--- src/rtl/tpg_pkg.sv ---
package tpg_pkg;

    localparam int PIX_W = 10;
    localparam int COL_W = 8;

    localparam logic [COL_W-1:0] BLACK_Y8  = 8'd16;
    localparam logic [COL_W-1:0] CHROMA_Z8 = 8'd128;

    localparam logic [COL_W-1:0] RST_COL_Y  = 8'hA0;
    localparam logic [COL_W-1:0] RST_COL_CB = 8'h80;
    localparam logic [COL_W-1:0] RST_COL_CR = 8'h80;

    typedef enum logic [1:0] {
        ST_VBLANK = 2'd0,
        ST_HBLANK = 2'd1,
        ST_ACTIVE = 2'd2
    } raster_state_t;

    typedef enum logic [2:0] {
        MODE_BLANK = 3'd0,
        MODE_BLACK = 3'd1,
        MODE_PASS  = 3'd2,
        MODE_HATCH = 3'd3,
        MODE_FIELD = 3'd4
    } pix_mode_t;

    function automatic logic [PIX_W-1:0] widen(input logic [COL_W-1:0] c);
        return {c, {(PIX_W-COL_W){1'b0}}};
    endfunction

endpackage

--- src/rtl/tpg_colour_regs.sv ---
module tpg_colour_regs
    import tpg_pkg::*;
(
    input  logic             clk,
    input  logic             rst_n,
    input  logic             cfg_wr,
    input  logic [COL_W-1:0] cfg_y,
    input  logic [COL_W-1:0] cfg_cb,
    input  logic [COL_W-1:0] cfg_cr,
    output logic [COL_W-1:0] col_y,
    output logic [COL_W-1:0] col_cb,
    output logic [COL_W-1:0] col_cr
);

    always_ff @(posedge clk or negedge rst_n) begin
        if (!rst_n) begin
            col_y  <= RST_COL_Y;
            col_cb <= RST_COL_CB;
            col_cr <= RST_COL_CR;
        end else if (cfg_wr) begin
            col_y  <= cfg_y;
            col_cb <= cfg_cb;
            col_cr <= cfg_cr;
        end
    end

    AST_COLOUR_LOAD: assert property (@(posedge clk) disable iff (!rst_n)
        cfg_wr |=> (col_y == $past(cfg_y) && col_cb == $past(cfg_cb) && col_cr == $past(cfg_cr)));

    AST_COLOUR_HOLD: assert property (@(posedge clk) disable iff (!rst_n)
        !cfg_wr |=> ($stable(col_y) && $stable(col_cb) && $stable(col_cr)));

endmodule

--- src/rtl/tpg_raster.sv ---
module tpg_raster
    import tpg_pkg::*;
#(
    parameter int H_ACTIVE     = 1920,
    parameter int V_ACTIVE     = 1080,
    parameter int SPACING_LOG2 = 6
) (
    input  logic clk,
    input  logic rst_n,
    input  logic in_de,
    input  logic in_sof,
    output logic hatch_hit
);

    localparam int XW = $clog2(H_ACTIVE) + 1;
    localparam int YW = $clog2(V_ACTIVE) + 1;
    localparam logic [XW-1:0] X_LAST = XW'(H_ACTIVE - 1);
    localparam logic [YW-1:0] Y_LAST = YW'(V_ACTIVE - 1);

    raster_state_t state, state_nx;
    logic [XW-1:0] h_cnt, h_cnt_nx;
    logic [YW-1:0] v_cnt, v_cnt_nx;
    logic [XW-1:0] cur_x;
    logic [YW-1:0] cur_y;
    logic          restart;

    // State and counter registers
    always_ff @(posedge clk or negedge rst_n) begin
        if (!rst_n) begin
            state <= ST_VBLANK;
            h_cnt <= '0;
            v_cnt <= '0;
        end else begin
            state <= state_nx;
            h_cnt <= h_cnt_nx;
            v_cnt <= v_cnt_nx;
        end
    end

    // Next state: frame_begin, line_begin, line_end, frame_end, frame_restart
    always_comb begin
        state_nx = state;
        h_cnt_nx = h_cnt;
        v_cnt_nx = v_cnt;
        unique case (state)
            ST_VBLANK: begin
                if (in_de) begin
                    state_nx = ST_ACTIVE;
                    h_cnt_nx = XW'(1);
                    v_cnt_nx = '0;
                end
            end
            ST_HBLANK: begin
                if (in_de) begin
                    state_nx = ST_ACTIVE;
                    h_cnt_nx = XW'(1);
                    if (in_sof) v_cnt_nx = '0;
                end
            end
            ST_ACTIVE: begin
                if (in_de) begin
                    if (in_sof) begin
                        h_cnt_nx = XW'(1);
                        v_cnt_nx = '0;
                    end else begin
                        h_cnt_nx = h_cnt + XW'(1);
                    end
                end else begin
                    h_cnt_nx = '0;
                    if (v_cnt == Y_LAST) begin
                        state_nx = ST_VBLANK;
                        v_cnt_nx = '0;
                    end else begin
                        state_nx = ST_HBLANK;
                        v_cnt_nx = v_cnt + YW'(1);
                    end
                end
            end
            default: begin
                state_nx = ST_VBLANK;
                h_cnt_nx = '0;
                v_cnt_nx = '0;
            end
        endcase
    end

    // Outputs: position of the current input pixel and hatch decision
    always_comb begin
        restart = in_sof || (state == ST_VBLANK);
        cur_x   = (state == ST_ACTIVE && !in_sof) ? h_cnt : '0;
        cur_y   = restart ? '0 : v_cnt;
        hatch_hit = (cur_x[SPACING_LOG2-1:0] == '0) ||
                    (cur_y[SPACING_LOG2-1:0] == '0) ||
                    (cur_x == X_LAST) ||
                    (cur_y == Y_LAST);
    end

    AST_LINE_ADVANCE: assert property (@(posedge clk) disable iff (!rst_n)
        (state == ST_ACTIVE && !in_de && v_cnt != Y_LAST) |=>
        (state == ST_HBLANK && v_cnt == $past(v_cnt) + YW'(1) && h_cnt == '0));

    AST_FRAME_WRAP: assert property (@(posedge clk) disable iff (!rst_n)
        (state == ST_ACTIVE && !in_de && v_cnt == Y_LAST) |=>
        (state == ST_VBLANK && v_cnt == '0));

    AST_SOF_ROW0: assert property (@(posedge clk) disable iff (!rst_n)
        (in_de && in_sof) |=> (state == ST_ACTIVE && v_cnt == '0 && h_cnt == XW'(1)));

endmodule

--- src/rtl/video_tpg.sv ---
module video_tpg
    import tpg_pkg::*;
#(
    parameter int H_ACTIVE     = 1920,
    parameter int V_ACTIVE     = 1080,
    parameter int SPACING_LOG2 = 6
) (
    input  logic        clk,
    input  logic        rst_n,
    input  logic        in_de,
    input  logic        in_sof,
    input  logic [9:0]  in_y,
    input  logic [9:0]  in_cb,
    input  logic [9:0]  in_cr,
    input  logic        ctl_pix_en,
    input  logic        ctl_tp_en,
    input  logic        ctl_field,
    input  logic        cfg_wr,
    input  logic [7:0]  cfg_y,
    input  logic [7:0]  cfg_cb,
    input  logic [7:0]  cfg_cr,
    output logic        out_valid,
    output logic [9:0]  out_y,
    output logic [9:0]  out_cb,
    output logic [9:0]  out_cr
);

    localparam logic [PIX_W-1:0] BLK_Y = widen(BLACK_Y8);
    localparam logic [PIX_W-1:0] BLK_C = widen(CHROMA_Z8);

    logic [COL_W-1:0] col_y, col_cb, col_cr;
    logic             hatch_hit;
    pix_mode_t        mode;
    logic [PIX_W-1:0] nx_y, nx_cb, nx_cr;

    tpg_colour_regs u_colour (
        .clk    (clk),
        .rst_n  (rst_n),
        .cfg_wr (cfg_wr),
        .cfg_y  (cfg_y),
        .cfg_cb (cfg_cb),
        .cfg_cr (cfg_cr),
        .col_y  (col_y),
        .col_cb (col_cb),
        .col_cr (col_cr)
    );

    tpg_raster #(
        .H_ACTIVE     (H_ACTIVE),
        .V_ACTIVE     (V_ACTIVE),
        .SPACING_LOG2 (SPACING_LOG2)
    ) u_raster (
        .clk       (clk),
        .rst_n     (rst_n),
        .in_de     (in_de),
        .in_sof    (in_sof),
        .hatch_hit (hatch_hit)
    );

    // Source selection
    always_comb begin
        if (!in_de)           mode = MODE_BLANK;
        else if (!ctl_pix_en) mode = MODE_BLACK;
        else if (!ctl_tp_en)  mode = MODE_PASS;
        else if (ctl_field)   mode = MODE_FIELD;
        else                  mode = MODE_HATCH;
    end

    always_comb begin
        unique case (mode)
            MODE_PASS: begin
                nx_y = in_y; nx_cb = in_cb; nx_cr = in_cr;
            end
            MODE_FIELD: begin
                nx_y = widen(col_y); nx_cb = widen(col_cb); nx_cr = widen(col_cr);
            end
            MODE_HATCH: begin
                if (hatch_hit) begin
                    nx_y = widen(col_y); nx_cb = widen(col_cb); nx_cr = widen(col_cr);
                end else begin
                    nx_y = BLK_Y; nx_cb = BLK_C; nx_cr = BLK_C;
                end
            end
            default: begin
                nx_y = BLK_Y; nx_cb = BLK_C; nx_cr = BLK_C;
            end
        endcase
    end

    always_ff @(posedge clk or negedge rst_n) begin
        if (!rst_n) begin
            out_valid <= 1'b0;
            out_y     <= BLK_Y;
            out_cb    <= BLK_C;
            out_cr    <= BLK_C;
        end else begin
            out_valid <= in_de;
            out_y     <= nx_y;
            out_cb    <= nx_cb;
            out_cr    <= nx_cr;
        end
    end

    AST_VALID_DELAY: assert property (@(posedge clk) disable iff (!rst_n)
        1'b1 |=> (out_valid == $past(in_de)));

    AST_BLANK_OUT: assert property (@(posedge clk) disable iff (!rst_n)
        !in_de |=> (out_y == 10'd64 && out_cb == 10'd512 && out_cr == 10'd512));

    AST_BLACK_OUT: assert property (@(posedge clk) disable iff (!rst_n)
        (in_de && !ctl_pix_en) |=> (out_y == 10'd64 && out_cb == 10'd512 && out_cr == 10'd512));

    AST_PASS_OUT: assert property (@(posedge clk) disable iff (!rst_n)
        (in_de && ctl_pix_en && !ctl_tp_en) |=>
        (out_y == $past(in_y) && out_cb == $past(in_cb) && out_cr == $past(in_cr)));

    AST_FIELD_OUT: assert property (@(posedge clk) disable iff (!rst_n)
        (in_de && ctl_pix_en && ctl_tp_en && ctl_field) |=>
        (out_y[1:0] == 2'b00 && out_y[9:2] == $past(col_y) && out_cr[9:2] == $past(col_cr)));

endmodule

--- config.mk ---
export PLATFORM = sky130hd
export DESIGN_NAME = video_tpg
export DESIGN_NICKNAME = d
export VERILOG_FILES = /design/src/rtl/tpg_pkg.sv /design/src/rtl/tpg_colour_regs.sv /design/src/rtl/tpg_raster.sv /design/src/rtl/video_tpg.sv
export SDC_FILE = /design/constraint.sdc
export NUM_CORES = 1
export LEC_CHECK = 0
export ABC_CLOCK_PERIOD_IN_PS = 1900
export CAP_MARGIN = 5
export CELL_PAD_IN_SITES_DETAIL_PLACEMENT = 1
export CELL_PAD_IN_SITES_GLOBAL_PLACEMENT = 2
export CORE_MARGIN = 10
export CORE_UTILIZATION = 28
export DETAILED_ROUTE_END_ITERATION = 10
export GPL_TIMING_DRIVEN = 0
export PLACE_DENSITY = 0.78
export SYNTH_ARGS = -nofsm -noshare
export SYNTH_HDL_FRONTEND = slang
export SYNTH_SLANG_ARGS = --single-unit
--- constraint.sdc ---
create_clock -name clk -period 1.9 [get_ports clk]
set_input_delay 0.38 -clock clk [delete_from_list [all_inputs] [get_ports clk]]
set_output_delay 0.38 -clock clk [all_outputs]
set_load 0.05 [all_outputs]
Yosys cells after proc, flatten, opt, wreduce, memory -nomap -nowiden
Index checks and enable logic that the tools add are counted.
{"block": "word_totals", "output_inout_bits": 31, "latch_bits": 0, "word_cells": 62, "inputBits": 62, "rom_bits": 0, "ram_bits": 0, "regBits": 81, "n_memories": 0}
{"block": "classes", "shift": 0, "mul": 0, "magnitude_cmp": 0, "reduce_logical": 12, "n_eq_ne": 12, "bitwise": 0, "div": 0, "add_sub_neg": 2, "mux": 26}
{"operator": "$mux W12", "n": 10}
{"operator": "$pmux W10 S3", "n": 3}
{"operator": "$eq A12 B11 Y1 const B", "n": 3}
{"operator": "$pmux W12 S3", "n": 1}
{"operator": "$mux W10", "n": 3}
{"operator": "$add A12 B1 Y12 const B", "n": 2}
{"operator": "$pmux W12 S2", "n": 1}
{"operator": "$logic_not A6 Y1", "n": 2}
{"operator": "$mux W3", "n": 4}
{"operator": "$eq A3 B2 Y1 const B", "n": 2}
{"operator": "$ne A2 B2 Y1 const B", "n": 3}
{"operator": "$logic_or A1 B1 Y1", "n": 4}
{"operator": "$mux W2", "n": 2}
{"operator": "$pmux W2 S2", "n": 1}
{"operator": "$reduce_and A2 Y1", "n": 2}
{"operator": "$eq A3 B3 Y1 const B", "n": 1}
{"operator": "$eq A2 B1 Y1 const B", "n": 1}
{"operator": "$eq A2 B2 Y1 const B", "n": 1}
{"operator": "$logic_not A2 Y1", "n": 1}
{"operator": "$ne A2 B1 Y1 const B", "n": 1}
{"operator": "$reduce_or A2 Y1", "n": 1}
{"operator": "$logic_and A1 B1 Y1", "n": 1}
{"operator": "$logic_not A1 Y1", "n": 1}
{"operator": "$mux W1", "n": 1}

Longest topological paths before layout
Gate-level depths: netlist (run 1).
{"block": "depth", "depth_word": 9, "depth_mapped": 9, "ltp_nobuf": 7}

Modules after synthesis
Synthesis (run 1) repeated with hierarchy kept, for this count alone.
{"block": "hier_totals", "cells_unflattened": 309, "hier_area_um2": 3729.8}
{"module": "tpg_raster", "seq_area_each_um2": 650.6, "cells_each": 188, "area_per_inst_um2": 1620.3, "instances": 1}
{"module": "video_tpg", "seq_area_each_um2": 779.5, "cells_each": 70, "area_per_inst_um2": 1107.3, "instances": 1}
{"module": "tpg_colour_regs", "seq_area_each_um2": 605.6, "cells_each": 51, "area_per_inst_um2": 1002.2, "instances": 1}

Worst setup path before layout (run 1)
OpenSTA, ideal clock, no wires.
{"block": "synth_path", "path_type": "register to register", "startpoint": "register u_raster.v_cnt[8]", "endpoint": "register u_raster.v_cnt[4]", "n_path_buf": 1, "stages_incl_launch_ff": 7, "required_time_ps": 1756, "arrival_time_ps": 1803, "setup_slack_ps": -47, "setup_ps": 144, "synth_period_minus_slack_ps": 1947, "cell_sequence": "dfrtp_1 buf_6 or4_4 o311ai_2 nor2b_1 o21ai_1 o31ai_1"}
{"block": "synth_via", "elab_chain_cells": 4}
{"item": "start, declared", "line_no": "tpg_raster.sv:22", "text": "logic [YW-1:0] v_cnt, v_cnt_nx;"}
{"item": "start signal, assigned", "line_no": "tpg_raster.sv:36", "text": "v_cnt <= v_cnt_nx;"}
{"item": "$eq A12 B11 Y1", "line_no": "tpg_raster.sv:70", "text": "if (v_cnt == Y_LAST) begin"}
{"item": "$mux W12", "line_no": "tpg_raster.sv:70"}
{"item": "$mux W12", "line_no": "tpg_raster.sv:61", "text": "if (in_de) begin"}
{"item": "$pmux W12 S3", "line_no": "tpg_raster.sv:45", "text": "unique case (state)"}
Every way passes these cells.
A chain may end at the register's enable or synchronous reset.

Worst setup path in the final report (run 1)
{"block": "layout_path", "startpoint": "register u_raster.v_cnt[8]", "endpoint": "register out_cr[3]"}
{"block": "layout_via", "elab_chain_cells": 5}
{"item": "$mux W12", "line_no": "tpg_raster.sv:91", "text": "cur_y = restart ? '0 : v_cnt;"}
{"item": "$eq A12 B11 Y1", "line_no": "tpg_raster.sv:95", "text": "(cur_y == Y_LAST);"}
{"item": "$logic_or A1 B1 Y1", "line_no": "tpg_raster.sv:94", "text": "(cur_x == X_LAST) ||"}
{"item": "$mux W10", "line_no": "video_tpg.sv:78", "text": "if (hatch_hit) begin"}
{"item": "$pmux W10 S3", "line_no": "video_tpg.sv:70", "text": "unique case (mode)"}
{"item": "net nx_cr[3]", "line_no": "video_tpg.sv:34", "text": "logic [PIX_W-1:0] nx_y, nx_cb, nx_cr;"}
{"item": "end signal, assigned", "line_no": "video_tpg.sv:100", "text": "out_cr <= nx_cr;"}
{"item": "end, declared", "line_no": "video_tpg.sv:25", "text": "output logic [9:0] out_cr"}
The timed path passes the listed nets, and every way through them passes these cells.

==> results of run 1 <==
==> repair_timing <==
| action | in CTS | in global routing |
|---|---|---|
| gates cloned | 1 | 0 |
| buffers inserted | 11 | 14 |
| endpoints found under the hold margin | 23 | 0 |
| hold buffers | 1 | 0 |
| pin swaps | 8 | 12 |
| endpoints found under the setup margin | 49 | 52 |
| resized for setup | 34 | 34 |
==> cell families (layout without fill, tap and decap cells) <==
group / after synthesis / count (layout) / share of synthesized area (%)
simple gates: 90 / 90 / 13.6
buf+inv: 17 / 151 / 2.98
mux: 24 / 24 / 7.57
xor+xnor: 3 / 3 / 0.736
fa+ha+maj: 6 / 6 / 2.10
flops: 81 / 81 / 57.0
other cells: 0 / 1 / 0
compound gates: 86 / 86 / 16.0
==> power by group <==
part           internal [mW]  leakage [nW]  switching, mW
Sequential              1.86          1.04         0.0955
Combinational          0.675          1.17          0.740
Clock                   1.09         0.149          0.692
==> state kept, by name, indices dropped and copies added (netlist names) <==
register and flops:
u_raster.h_cnt 12, u_raster.state 2, u_colour.col_cb 8, u_colour.col_y 8, out_cb 10, u_colour.col_cr 8, out_y 10, out_valid 1
out_cr 10, u_raster.v_cnt 12
==> metal layers <==
metal	global-route usage (%)	up-vias	routed length [um]
met5	0	-	0
met1	14.4	1466	4620
met3	2.91	12	375
met2	22.8	50	6140
li1	-	1388	-
met4	4.34	0	194
==> final timing paths <==
kind	start	to	cells past startpoint
min in group asynchronous	rst_n	u_raster.h_cnt[3]$_DFFE_PN0P_	2
setup reg to reg	u_raster.v_cnt[8]$_DFFE_PN0P_	out_cr[3]$_DFF_PN0_	7
hold reg to reg	u_colour.col_cr[6]$_DFFE_PN0P_	out_cr[8]$_DFF_PN0_	1
setup / recovery	u_raster.v_cnt[8]$_DFFE_PN0P_	out_cr[3]$_DFF_PN0_	7
max in group asynchronous	rst_n	u_colour.col_cb[7]$_DFFE_PN1P_	3
hold / removal	u_colour.col_cr[6]$_DFFE_PN0P_	out_cr[8]$_DFF_PN0_	1
==> stage by stage <==
step	setup TNS [ps]	hold WS, ps	cells
global route	-5510	509	614
CTS	-3560	490	599
detailed placement	-25200	309	571
global placement	-222700	470	570
floorplan	-33.1	84.4	307
finish	-2890	494	614
==> worst max-delay path, delay by kind of cell (launching register included) <==
kind                   cells  cell delay (ps)
AOI/OAI and AO/OA          3              360
buffers and inverters      2              280
DFF                        1              420
and+or+nand+nor            2              900
==> placed cells by master, fill, tap and decap left out, types with 4 or more instances in the layout <==
cell / instances
a21oi_1: 8
a21oi_2: 4
a22o_1: 23
a31oi_1: 4
and2_1: 7
buf_4: 24
buf_6: 6
clkbuf_1: 4
clkbuf_16: 9
clkdlybuf4s50_1: 76
dfrtp_1: 71
dfstp_2: 7
dlygate4sd2_1: 6
dlymetal6s2s_1: 8
mux2_2: 24
nand2_1: 22
nand3_1: 9
nand4_1: 6
nor2_1: 14
o21ai_0: 21
o21ai_1: 10
o22ai_1: 4
o31ai_1: 7
==> final cells by class <==
class	count	share of cell area, %
flip-flops and latches	81	37.3
clock buffers	12	4.69
diodes	1	0.0458
repair buffers	119	21.5
multi-input cells	209	29.4
inverters	5	0.389
clock inverters	4	0.938
plain buffers	11	1.85
well taps	172	3.94
==> reports/results.ini, run 1 <==
[die]
die_h_um=133
core_mm2=0.0126
dieArea_mm2=0.0177
row_count=41
io_pins=93
die_w_um=133
start_util_pct=28.4

[run_status]
violations=setup timing
run_status=finished with violations

[critical_path]
rrSetupSlack_ps=-120
crit_required_ps=2170
critical_path.max_stage_delay_ps=580
path_class=flip-flop to flip-flop
cp_max_fo=5
end_kind=flip-flop
cp_slowest_cell=or4_4
arrival_ps=2290
startpoint_type=flip-flop
crit_chain=or4_4 > nor4_4 > a21oi_2 > a21oi_2 > buf_6 > buf_6 > a22o_1

[drt]
vias=2916
wl_um=11300
drtPass1Iterations=4
route.detailed.drc=0
drt_iter0_drc=143
wire_per_inst_um=18.4
ant_nets=0
vias_per_cell=4.75

[sta]
finalHoldViolCount=0
post-route-period-util_pct=107
slew_violations=0
max_clock_freq_mhz=494
rsz0062_at_grt=true
layout_setup_ws_ps=-124
slew_headroom_pct=54.1
skew_ps=9.48
setup_violations=30
final.min_clock_period_ps=2020
tightest_slew_ps=689

[clock_tree]
clock_sinks=81
h-tree-depth=3
numCtsBuffers=9
insertion_delay_ps=340
clk_transition_reported_paths_ps=60
cts_root_buffer=clkbuf_16
cts_buffer_depth=2
cts_tree=done

[final_layout]
final-seq-area_mm2=0.00204
nFillCells=1371
finish.utilization_pct=43.5
syn2layout_area_growth_pct=53.1
drive_gt1_share_pct=26.8
finalNetCount=504
design_area_mm2=0.00547
multi_input_area_mm2=0.00161

[logic_synthesis]
synth_common_cells=dfrtp_1 (74), o21ai_0 (25), mux2_2 (24), a22o_1 (23), nand2_1 (23)
async_flop_share_pct=100
synth_nets=375
yosysWarnings=0
synth_top_area_share_pct=51.9
syn-cell-area_mm2=0.00357
synth_area_leader_cell=dfrtp_1
synth_flop_cell=dfrtp_1
synth_seq_area_share_pct=57.0
synth-edff-count=0
synth_cells=307
postSynthAreaPerCell_um2=11.6
synthTopCellsByArea=dfrtp_1 (52%), mux2_2 (7.6%), a22o_1 (5.6%)
synth.distinct_cells=42
ys_ff_latch=81
yosysMostFrequentCell=dfrtp_1

[power_and_ir_drop]
leakagePower_nw=2.36
vdd_ir_drop_max_mv=0.354
power_mw=5.15
cellPowerDensity_mw_per_mm2=942

[place]
dp_hpwl_um=8140
dpl_cell_area_mm2=0.00474
gp_congestion=0.769
io_buffers=91
place_ws_ps=-868

[grt]
grt_max_degree=59
antenna_found_initial=1
grt_pass1_vias=3176
grt_overflow=0
grt_pass1_wl_um=18000
track_usage_pct=12.7

[hold_path]
hp-class=flip-flop to flip-flop

[job]
maxCapViolCount=0

Note: power is estimated with default switching activity, not from simulation.
==> inputs of run 2 (changes only) <==
Settings changed: ABC_CLOCK_PERIOD_IN_PS 1900 to unset, GPL_TIMING_DRIVEN 0 to unset, SLEW_MARGIN set to 30.
==> reports/results.ini, run 2 (same netlist as run 1, synthesis figures left out) <==
[run_status]
violations=setup timing
run_status=finished with violations

[power_and_ir_drop]
clockPowerShare_pct=36.2  ; +1.6 points
switchingPower_mw=1.59  ; +4.3%
cellPowerDensity_mw_per_mm2=970  ; +3.0%
leakagePower_nw=2.40  ; +1.5%
seqPwrFrac_pct=35.5  ; -2.4 points
p_int_mw=3.86  ; +6.5%
power_mw=5.45  ; +5.8%
power.share.combinational_pct=28.3  ; +0.8 points
p_sw_share_pct=29.2  ; -0.43 points
vdd_ir_drop_max_mv=0.368  ; +3.9%

[critical_path]
end_kind=flip-flop
arrival_ps=2220  ; -70 ps
path_class=flip-flop to flip-flop
cp_max_fo=6  ; +1
crit_required_ps=2110  ; -60 ps
cp_num_buf_inv=2  ; unchanged
crit_top_cell=nor2_1
crit_family=simple AND/OR/NAND/NOR gates
startpoint_type=flip-flop
critical_path.max_stage_delay_ps=580  ; about the same
path_depth=7  ; unchanged
crit_chain=or4bb_4 > buf_6 > o311ai_4 > buf_4 > nor2_1 > nor2_1 > a31oi_1
r2r_cells=7  ; unchanged
rrSetupSlack_ps=-110  ; about the same
cp_slowest_cell=or4bb_4

[final_layout]
mostFrequentLayoutCells=clkdlybuf4s50_1 (78), dfrtp_1 (74), buf_4 (62), mux2_2 (24)
n_antenna_cell=0  ; -1
finish.utilization_pct=44.7  ; +1.2 points
syn2layout_area_growth_pct=57.3
drive_gt1_share_pct=32.2  ; +5.4 points
finalNetCount=526  ; +4.4%
final_common_cell=clkdlybuf4s50_1
design_area_mm2=0.00562  ; +2.7%
largestRegisters=u_raster.h_cnt (12), u_raster.v_cnt (12)

[grt]
grt_max_degree=31  ; -47%
track_usage_pct=13.2  ; +0.47 points
grt_pass1_wl_um=18600  ; +3.3%
antenna_found_initial=0  ; -1
grt_overflow=0  ; unchanged
grt_pass1_vias=3396  ; +6.9%

[drt]
wl_um=11800  ; +3.8%
drtPass1Iterations=4  ; unchanged
wire_per_inst_um=18.5  ; +0.37%
vias_per_cell=4.78  ; +0.71%
drt_iter0_drc=137  ; -4.2%
vias=3037  ; +4.1%
ant_nets=0  ; unchanged
route.detailed.drc=0  ; unchanged

[sta]
setup_violations=28  ; -6.7%
final.min_clock_period_ps=2010  ; -8.97 ps
post-route-period-util_pct=106  ; -0.47 points
slew_violations=0  ; unchanged
skew_ps=10.6  ; +1.16 ps
max_clock_freq_mhz=496  ; +0.45%
tightest_slew_ps=529  ; -160 ps
finalHoldViolCount=0  ; unchanged
rsz0062_at_grt=true
layout_setup_ws_ps=-115  ; +8.97 ps
slew_headroom_pct=64.6  ; +11 points
fin_setup_tns_ps=-1690  ; +1200 ps

[place]
dpl_cell_area_mm2=0.00500  ; +5.4%
dp_hpwl_um=8280  ; +1.8%
gp_congestion=0.816  ; +6.2%
io_buffers=92  ; +1.1%
place_ws_ps=-345  ; +523 ps

[clock_tree]
insertion_delay_ps=340  ; about the same
h-tree-depth=3  ; unchanged
numCtsBuffers=9  ; unchanged
cts_buffer_depth=2  ; unchanged
clk_transition_reported_paths_ps=70  ; about the same
cts_root_buffer=clkbuf_16
clock_sinks=81  ; unchanged
cts_tree=done

[die]
io_pins=93  ; unchanged
dieArea_mm2=0.0177  ; unchanged
die_h_um=133  ; unchanged
start_util_pct=28.4  ; unchanged
core_mm2=0.0126  ; unchanged
die_w_um=133  ; unchanged
row_count=41  ; unchanged

[job]
maxCapViolCount=0  ; unchanged

[hold_path]
hp-class=primary input to asynchronous set/reset pin

## run 2: cell types whose count changed in the layout (fill, tap and decap cells not counted), moves of 2 or more
cell | before | now
buf_12 | 1 | 4
buf_4 | 24 | 62
clkbuf_1 | 4 | 0
clkdlybuf4s50_1 | 76 | 78
dfrtp_1 | 71 | 74
dfrtp_2 | 3 | 0
dlygate4sd2_1 | 6 | 0
dlymetal6s2s_1 | 8 | 0
nor2_1 | 14 | 17
nor2_4 | 2 | 0
o21ai_1 | 10 | 8
o21ai_2 | 0 | 2
## run 2: final timing paths
path                                                  end                      startpoint
max                         u_raster.v_cnt[5]$_DFFE_PN0P_   u_raster.v_cnt[6]$_DFFE_PN0P_
min                        u_colour.col_cb[4]$_DFFE_PN0P_                           rst_n
max reg2reg                 u_raster.v_cnt[5]$_DFFE_PN0P_   u_raster.v_cnt[6]$_DFFE_PN0P_
min reg2reg                           out_cr[5]$_DFF_PN0_  u_colour.col_cr[3]$_DFFE_PN0P_
max in group asynchronous   u_colour.col_y[5]$_DFFE_PN1P_                           rst_n
min in group clk                      out_cr[5]$_DFF_PN0_  u_colour.col_cr[3]$_DFFE_PN0P_
## run 2: metrics by stage
stage | instances | hold slack (ps)
finish | 635 | 483
global route | 635 | 509
CTS | 634 | 479
detailed placement | 605 | 307
global placement | 605 | 301
floorplan | 307 | 84.4
## run 2: worst register-to-register path, cell delays in order (launching register included)
cell and delay [ps]:
dfrtp_1 380, or4bb_4 580, buf_6 160, o311ai_4 410, buf_4 190, nor2_1 40, nor2_1 80, a31oi_1 50
## run 2: power groups by stage
stage	clock network (mW)	registers (mW)	logic (mW)
after floorplan	0	2.06	0.535
after global placement	0	1.96	1.23
after detailed placement	0	1.97	1.26
after CTS	2.00	1.94	1.50
after global routing	2.07	1.95	1.66
final	1.97	1.94	1.54
## run 2: timing repair
| item | 4_1_cts | 5_1_grt |
|---|---|---|
| hold buffers | 1 | 0 |
| gates cloned | 2 | 0 |
| pin swaps | 16 | 7 |
| hold endpoints to repair | 18 | 0 |
| setup buffers | 11 | 2 |
| setup endpoints to repair | 34 | 36 |
| resized for setup | 28 | 10 |
## run 2: metal layers
layer	GRT usage (%)	wire length (um)	vias up
li1	-	-	1436
met1	14.8	4880	1534
met2	23.8	6240	49
met3	2.16	376	18
met4	6.05	257	0
met5	0	0	-
## run 2: layout make-up
class,count,area [um2]
Tap cell,172,215
Timing Repair Buffer,152,1430
Multi-Input combinational cell,209,1580
Sequential cell,81,2040
Clock inverter,5,86.3
Inverter,5,18.8
Fill cell,1350,6950
Clock buffer,11,253
